[src/rtl/slot_arb_pkg.sv]
package slot_arb_pkg;

    typedef enum logic [1:0] {
        SLOT_FIR = 2'd0,
        SLOT_MON = 2'd1,
        SLOT_MPU = 2'd2,
        SLOT_DSP = 2'd3
    } slot_e;

    typedef enum logic [1:0] {
        HB_IDLE    = 2'd0,
        HB_WCOMMIT = 2'd1,
        HB_RFETCH  = 2'd2,
        HB_RRET    = 2'd3
    } hb_state_e;

endpackage

[src/rtl/slot_sched.sv]
module slot_sched
    import slot_arb_pkg::*;
(
    input  logic  clk,
    input  logic  rst_n,
    output slot_e slot
);

    logic [1:0] slot_nxt;

    assign slot_nxt = slot + 2'd1;

    always_ff @(posedge clk) begin
        if (!rst_n) slot <= SLOT_FIR;
        else        slot <= slot_e'(slot_nxt);
    end

    // one step per clock, wrapping after the core slot
    a_r1_slot_step: assert property (@(posedge clk) disable iff (!rst_n)
        $past(rst_n) |-> (slot == slot_e'($past(slot) + 2'd1)));

endmodule

[src/rtl/sample_ram.sv]
module sample_ram #(
    parameter int WORD_W = 32,
    parameter int ADDR_W = 6
) (
    input  logic              clk,
    input  logic              we,
    input  logic              re,
    input  logic [ADDR_W-1:0] addr,
    input  logic [WORD_W-1:0] wdata,
    output logic [WORD_W-1:0] rdata
);

    localparam int DEPTH = 1 << ADDR_W;

    logic [WORD_W-1:0] mem [DEPTH];

    always_ff @(posedge clk) begin
        if (we) mem[addr] <= wdata;
        if (re) rdata <= mem[addr];
    end

endmodule

[src/rtl/mpu_bridge.sv]
module mpu_bridge
    import slot_arb_pkg::*;
#(
    parameter int WORD_W = 32,
    parameter int HOST_W = 8,
    parameter int ADDR_W = 6
) (
    input  logic              clk,
    input  logic              rst_n,
    input  slot_e             slot,
    input  logic              host_req,
    input  logic              host_we,
    input  logic [$clog2(WORD_W/HOST_W)-1:0] host_lane,
    input  logic [ADDR_W-1:0] host_addr,
    input  logic [HOST_W-1:0] host_wdata,
    output logic              host_ack,
    output logic [HOST_W-1:0] host_rdata,
    output logic              br_we,
    output logic              br_re,
    output logic [ADDR_W-1:0] br_addr,
    output logic [WORD_W-1:0] br_wdata,
    input  logic [WORD_W-1:0] mem_q
);

    localparam int LANES  = WORD_W / HOST_W;
    localparam int LANE_W = $clog2(LANES);
    localparam logic [LANE_W-1:0] LAST_LANE = LANE_W'(LANES - 1);

    hb_state_e state, state_nxt;
    logic [LANES-1:0][HOST_W-1:0] whold;
    logic [LANES-1:0][HOST_W-1:0] rhold;
    logic [ADDR_W-1:0] addr_q;
    logic lat_w, lat_r, lat_a;

    // State register
    always_ff @(posedge clk) begin
        if (!rst_n) state <= HB_IDLE;
        else        state <= state_nxt;
    end

    // Next state and outputs
    always_comb begin
        state_nxt  = state;
        host_ack   = 1'b0;
        host_rdata = '0;
        br_we      = 1'b0;
        br_re      = 1'b0;
        lat_w      = 1'b0;
        lat_r      = 1'b0;
        lat_a      = 1'b0;
        unique case (state)
            HB_IDLE: begin
                if (host_req) begin
                    if (host_we) begin
                        lat_w = 1'b1;
                        if (host_lane == LAST_LANE) begin
                            lat_a     = 1'b1;
                            state_nxt = HB_WCOMMIT;
                        end else begin
                            host_ack = 1'b1;
                        end
                    end else if (host_lane == '0) begin
                        lat_a     = 1'b1;
                        state_nxt = HB_RFETCH;
                    end else begin
                        host_ack   = 1'b1;
                        host_rdata = rhold[host_lane];
                    end
                end
            end
            HB_WCOMMIT: begin
                if (slot == SLOT_MPU) begin
                    br_we     = 1'b1;
                    host_ack  = 1'b1;
                    state_nxt = HB_IDLE;
                end
            end
            HB_RFETCH: begin
                if (slot == SLOT_MPU) begin
                    br_re     = 1'b1;
                    state_nxt = HB_RRET;
                end
            end
            HB_RRET: begin
                host_ack   = 1'b1;
                host_rdata = mem_q[HOST_W-1:0];
                lat_r      = 1'b1;
                state_nxt  = HB_IDLE;
            end
        endcase
    end

    // Holding registers
    always_ff @(posedge clk) begin
        if (lat_w) whold[host_lane] <= host_wdata;
        if (lat_a) addr_q <= host_addr;
        if (lat_r) rhold <= mem_q;
    end

    assign br_addr  = addr_q;
    assign br_wdata = whold;

    // a fetch issued in the host slot returns in the very next cycle
    a_r8_fetch_returns: assert property (@(posedge clk) disable iff (!rst_n)
        (state == HB_RFETCH && slot == SLOT_MPU) |=> host_ack);

    // a pending commit stays pending outside the host slot
    a_r7_commit_waits: assert property (@(posedge clk) disable iff (!rst_n)
        (state == HB_WCOMMIT && slot != SLOT_MPU) |-> !host_ack);

    // bridge state is idle in the first cycle after reset
    a_r10_idle_after_reset: assert property (@(posedge clk) disable iff (!rst_n)
        !$past(rst_n) |-> state == HB_IDLE);

endmodule

[src/rtl/slot_mem_arbiter.sv]
module slot_mem_arbiter
    import slot_arb_pkg::*;
#(
    parameter int WORD_W = 32,
    parameter int HOST_W = 8,
    parameter int ADDR_W = 6
) (
    input  logic              clk,
    input  logic              rst_n,
    output logic [1:0]        slot_id,
    input  logic              fir_req,
    input  logic [ADDR_W-1:0] fir_addr,
    input  logic [WORD_W-1:0] fir_wdata,
    input  logic              mon_req,
    input  logic [ADDR_W-1:0] mon_addr,
    output logic              mon_rvalid,
    input  logic              dsp_req,
    input  logic              dsp_we,
    input  logic [ADDR_W-1:0] dsp_addr,
    input  logic [WORD_W-1:0] dsp_wdata,
    output logic              dsp_rvalid,
    output logic [WORD_W-1:0] rd_data,
    input  logic              mpu_req,
    input  logic              mpu_we,
    input  logic [$clog2(WORD_W/HOST_W)-1:0] mpu_lane,
    input  logic [ADDR_W-1:0] mpu_addr,
    input  logic [HOST_W-1:0] mpu_wdata,
    output logic [HOST_W-1:0] mpu_rdata,
    output logic              mpu_wait
);

    slot_e slot;
    logic ram_we, ram_re;
    logic [ADDR_W-1:0] ram_addr;
    logic [WORD_W-1:0] ram_wdata, ram_q;
    logic br_we, br_re, mpu_ack;
    logic [ADDR_W-1:0] br_addr;
    logic [WORD_W-1:0] br_wdata;

    slot_sched u_sched (
        .clk   (clk),
        .rst_n (rst_n),
        .slot  (slot)
    );

    mpu_bridge #(.WORD_W(WORD_W), .HOST_W(HOST_W), .ADDR_W(ADDR_W)) u_bridge (
        .clk        (clk),
        .rst_n      (rst_n),
        .slot       (slot),
        .host_req   (mpu_req),
        .host_we    (mpu_we),
        .host_lane  (mpu_lane),
        .host_addr  (mpu_addr),
        .host_wdata (mpu_wdata),
        .host_ack   (mpu_ack),
        .host_rdata (mpu_rdata),
        .br_we      (br_we),
        .br_re      (br_re),
        .br_addr    (br_addr),
        .br_wdata   (br_wdata),
        .mem_q      (ram_q)
    );

    sample_ram #(.WORD_W(WORD_W), .ADDR_W(ADDR_W)) u_ram (
        .clk   (clk),
        .we    (ram_we),
        .re    (ram_re),
        .addr  (ram_addr),
        .wdata (ram_wdata),
        .rdata (ram_q)
    );

    // Slot-owned port mux
    always_comb begin
        ram_we    = 1'b0;
        ram_re    = 1'b0;
        ram_addr  = '0;
        ram_wdata = '0;
        unique case (slot)
            SLOT_FIR: begin
                ram_we    = fir_req;
                ram_addr  = fir_addr;
                ram_wdata = fir_wdata;
            end
            SLOT_MON: begin
                ram_re   = mon_req;
                ram_addr = mon_addr;
            end
            SLOT_MPU: begin
                ram_we    = br_we;
                ram_re    = br_re;
                ram_addr  = br_addr;
                ram_wdata = br_wdata;
            end
            SLOT_DSP: begin
                ram_we    = dsp_req & dsp_we;
                ram_re    = dsp_req & ~dsp_we;
                ram_addr  = dsp_addr;
                ram_wdata = dsp_wdata;
            end
        endcase
    end

    always_ff @(posedge clk) begin
        if (!rst_n) begin
            mon_rvalid <= 1'b0;
            dsp_rvalid <= 1'b0;
        end else begin
            mon_rvalid <= (slot == SLOT_MON) & mon_req;
            dsp_rvalid <= (slot == SLOT_DSP) & dsp_req & ~dsp_we;
        end
    end

    assign slot_id  = slot;
    assign rd_data  = ram_q;
    assign mpu_wait = mpu_req & ~mpu_ack;

    // monitor data valid only right after a monitor slot
    a_r3_mon_after_slot: assert property (@(posedge clk) disable iff (!rst_n)
        mon_rvalid |-> $past(slot) == SLOT_MON);

    // core data valid only right after a core slot
    a_r4_dsp_after_slot: assert property (@(posedge clk) disable iff (!rst_n)
        dsp_rvalid |-> $past(slot) == SLOT_DSP);

    // the monitor slot never writes the memory
    a_r5_no_write_mon_slot: assert property (@(posedge clk) disable iff (!rst_n)
        !(ram_we && slot == SLOT_MON));

    // a host-slot write is the cycle the host is released
    a_r7_commit_releases: assert property (@(posedge clk) disable iff (!rst_n)
        (ram_we && slot == SLOT_MPU && mpu_req) |-> !mpu_wait);

    // wait only while the host requests
    a_r10_wait_with_req: assert property (@(posedge clk) disable iff (!rst_n)
        mpu_wait |-> mpu_req);

endmodule

[config.mk]
export PLATFORM = sky130hd
export DESIGN_NAME = slot_mem_arbiter
export DESIGN_NICKNAME = d
export VERILOG_FILES = /design/src/rtl/slot_arb_pkg.sv /design/src/rtl/slot_sched.sv /design/src/rtl/sample_ram.sv /design/src/rtl/mpu_bridge.sv /design/src/rtl/slot_mem_arbiter.sv
export SDC_FILE = /design/constraint.sdc
export NUM_CORES = 2
export LEC_CHECK = 0
export ABC_AREA = 1
export BUFFER_PORTS_ARGS = -buffer_cell sky130_fd_sc_hd__buf_2
export CAP_MARGIN = 20
export CORE_ASPECT_RATIO = 0.5
export CORE_MARGIN = 2
export CORE_UTILIZATION = 55
export CTS_CLUSTER_DIAMETER = 80
export DETAILED_ROUTE_END_ITERATION = 12
export PLACE_DENSITY = 0.68
export SETUP_SLACK_MARGIN = 0.3
export SLEW_MARGIN = 30
export SYNTH_ARGS = -nofsm -noshare
export SYNTH_HDL_FRONTEND = slang
export SYNTH_SLANG_ARGS = --single-unit
[constraint.sdc]
create_clock -name clk -period 4.9 [get_ports clk]
set_input_delay 0.245 -clock clk [delete_from_list [all_inputs] [get_ports clk]]
set_output_delay 0.245 -clock clk [all_outputs]
set_load 0.005 [all_outputs]
==> impl_metrics.toml <==
[critical_path]
cp_max_fo = 21
critPathRequiredTime_ns = 5.37
r2r_end = "u_ram.mem[48][25]"
crit_path_top_delay_cell = "nor2_4"
reg2reg_slack_ns = 0.75
path_cells = "inv_1 > ha_1 > inv_2 > nand2_1 > o22ai_2 > inv_1 > nor2_4 > inv_1 > nor2_4 > buf_4"
path_common_cell = "inv_1"
critPathMaxStageDelay_ns = 0.53
worstSetupPathType = "reg -> reg"
setup.worst_path.end_class = "flip-flop"
critPathArrivalTime_ns = 4.62
critPathTopFamily = "buffers and inverters"
path_buf_inv = 5
critical_path.startpoint_type = "flip-flop"
r2r-start = "u_sched.slot[0]"
r2r_cells = 10

[clocking]
clockRootBuffer = "clkbuf_16"
path_clk_slew_ns = 0.06
cts-htree-levels = 4
post_cts_buffers = 0
cts_buffers = 186
cts_tree = "yes"
clock_latency_ns = 0.82
cts_hold_repair.buffers = 24
ctsResizeCount = 0
clk_path_buf_depth = 3
clock-sinks = 2148

[pwr]
leakage_nw = 39.9
peakVddDrop_v = 0.000389
power.density_nw_per_um2 = 421

[sta]
worstMarginPinSlew_ns = 1.04
fin_crit_sh = 0.846
finClkSkew_ns = 0.0293
hold_violations = 0
min_period_ns = 4.15
slew_headroom = 0.310
slew_violations = 0
tns_ns = 0
rsz0062_at_grt = "no"
setup_viol = 0
fmax_mhz = 241
layout_setup_ws_ns = 0.754

[place]
dp_worst_setup_slack_ns = 0.795
place_congestion = 0.879
numPortBuffers = 150
dpl.hpwl_um = 139000

[routing]
routed_wl_um = 250000
wl_per_cell_um = 23.6
drt-initial-drc-count = 8354
postRouteAntennaNets = 0
firstDrtPassIters = 6
drc_errors = 0
vias = 60900
vias_per_cell = 5.75

[grt]
grt_overflow = 0
grt_antenna_before_repair = 5
grt_max_degree = 176
grt_pass1_wl_um = 366000
grt_pass1_vias = 56100
grt_util_all_layers = 0.299

[logic_synthesis]
synth_seq_area_share = 0.724
synth.avg_cell_area_um2 = 10.9
ys_async_sr_fraction = 0
synth-edff-count = 2142
synth_area_um2 = 89100
yosysWarnings = 0
synth-seq-cells = 2148
syn_inst = 8157
ys.flop_type = "edfxtp_1"
ys_types = 30
syn_nets = 8272

[hold_path]
worst_hold_startpoint = "mpu_addr[2]"
hp-class = "in -> reg"
holdPathEnd = "u_bridge.br_addr[2]"
min_path_cells = 2

[floorplanning]
rows = 104
floorplan.initialDensity = 0.554
io_pins = 151
dieHeight_um = 289
die_x_um = 573
fp.dieArea_um2 = 165000
core-area_um2 = 161000

[layout]
final_cell_mix = "nand2_1 (4206), edfxtp_1 (2142), nand3_1 (816), o21ai_1 (196), clkbuf_16 (188)"
syn_to_final_growth_pct = 11.5
layout-drive-gt1-share = 0.0867
final_nets = 8378
layout_commonest_cell = "nand2_1"

[outcome]
outcome = "finished, final reports clean"

[flow_run]
max-cap-violations = 0
==> power breakdown <==
group	switching (mW)	total [mW]	internal [mW]
combinational	5.04	6.56	1.51
clock	6.64	14.3	7.62
sequential	0.0696	20.9	20.9
==> final cells by class <==
type,count,area (um^2)
inverters,62,278
flip-flops and latches,2148,64400
multi-input cells,5479,22700
clock buffers,238,4900
fillers,12500,61600
clock inverters,103,848
well taps,2173,2720
repair buffers,386,3400
diodes,2,5.00
==> synthesized netlist by cell type (all sizes together), types with 4 or more instances <==
cell       n  share of area
a21oi     13        0.00073
a31oi      4        0.00028
buf      398          0.023
clkbuf    70         0.0029
dfxtp      6         0.0013
edfxtp  2142           0.72
ha         9         0.0013
inv       62         0.0026
nand2   4207           0.18
nand3    816          0.046
nor2     155         0.0067
o21ai    259          0.015
o22ai      4        0.00035
==> worst max-delay path by stage <==
stage                     from           endpoint  slack (ns)  cells past startpoint
4_1_cts        u_sched.slot[0]  u_ram.mem[48][27]        0.74                     10
6_report       u_sched.slot[0]  u_ram.mem[48][25]        0.75                     10
2_1_floorplan  u_sched.slot[0]   u_ram.mem[42][0]        1.16                     12
5_1_grt        u_sched.slot[0]  u_ram.mem[48][28]        0.55                     10
3_3_place_gp   u_sched.slot[0]   u_ram.mem[48][1]        0.91                     10
3_5_place_dp   u_sched.slot[0]   u_ram.mem[48][5]        0.79                     10
==> metal layers <==
metal  vias up  part of all wire  GRT usage
li1      27700                 -          -
met1     29400              0.41      0.442
met2      3394              0.44      0.447
met3       425              0.12     0.0630
met4         4             0.030     0.0969
met5         -          0.000088          0
==> registers in the layout (all words and copies together) (netlist names) <==
| name | flops |
|---|---|
| u_bridge.br_addr | 6 |
| u_ram.mem | 2048 |
| u_ram.rdata | 32 |
| mon_rvalid | 1 |
| u_bridge.br_wdata | 32 |
| dsp_rvalid | 1 |
| u_sched.slot | 2 |
| u_bridge.state | 2 |
| u_bridge.rhold | 24 |
==> cells by family (layout without fill, tap and decap cells) <==
logic type,Yosys count,after routing,synth area share
AO/OA/AOI/OAI,284,284,0.0164
buffers and inverters,530,789,0.0285
flip-flops,2148,2148,0.724
AND/OR/NAND/NOR,5186,5186,0.230
adder cells (fa/ha/maj),9,9,0.00126
other,0,2,0
==> stage by stage <==
stage | std cells | instance area (um^2) | hold slack [ns] | total power, mW | util
4_1_cts | 10600 | 99300 | 0.101 | 41.7 | 0.617
5_1_grt | 10600 | 99300 | 0.157 | 43.1 | 0.617
2_1_floorplan | 8157 | 89100 | 0.338 | 25.2 | -
3_3_place_gp | 10200 | 93200 | 0.423 | 27.6 | 0.580
6_report | 10600 | 99300 | 0.153 | 41.8 | 0.617
3_5_place_dp | 10200 | 93300 | 0.425 | 27.7 | 0.580
No activity file was read; power rests on OpenSTA's default activity.
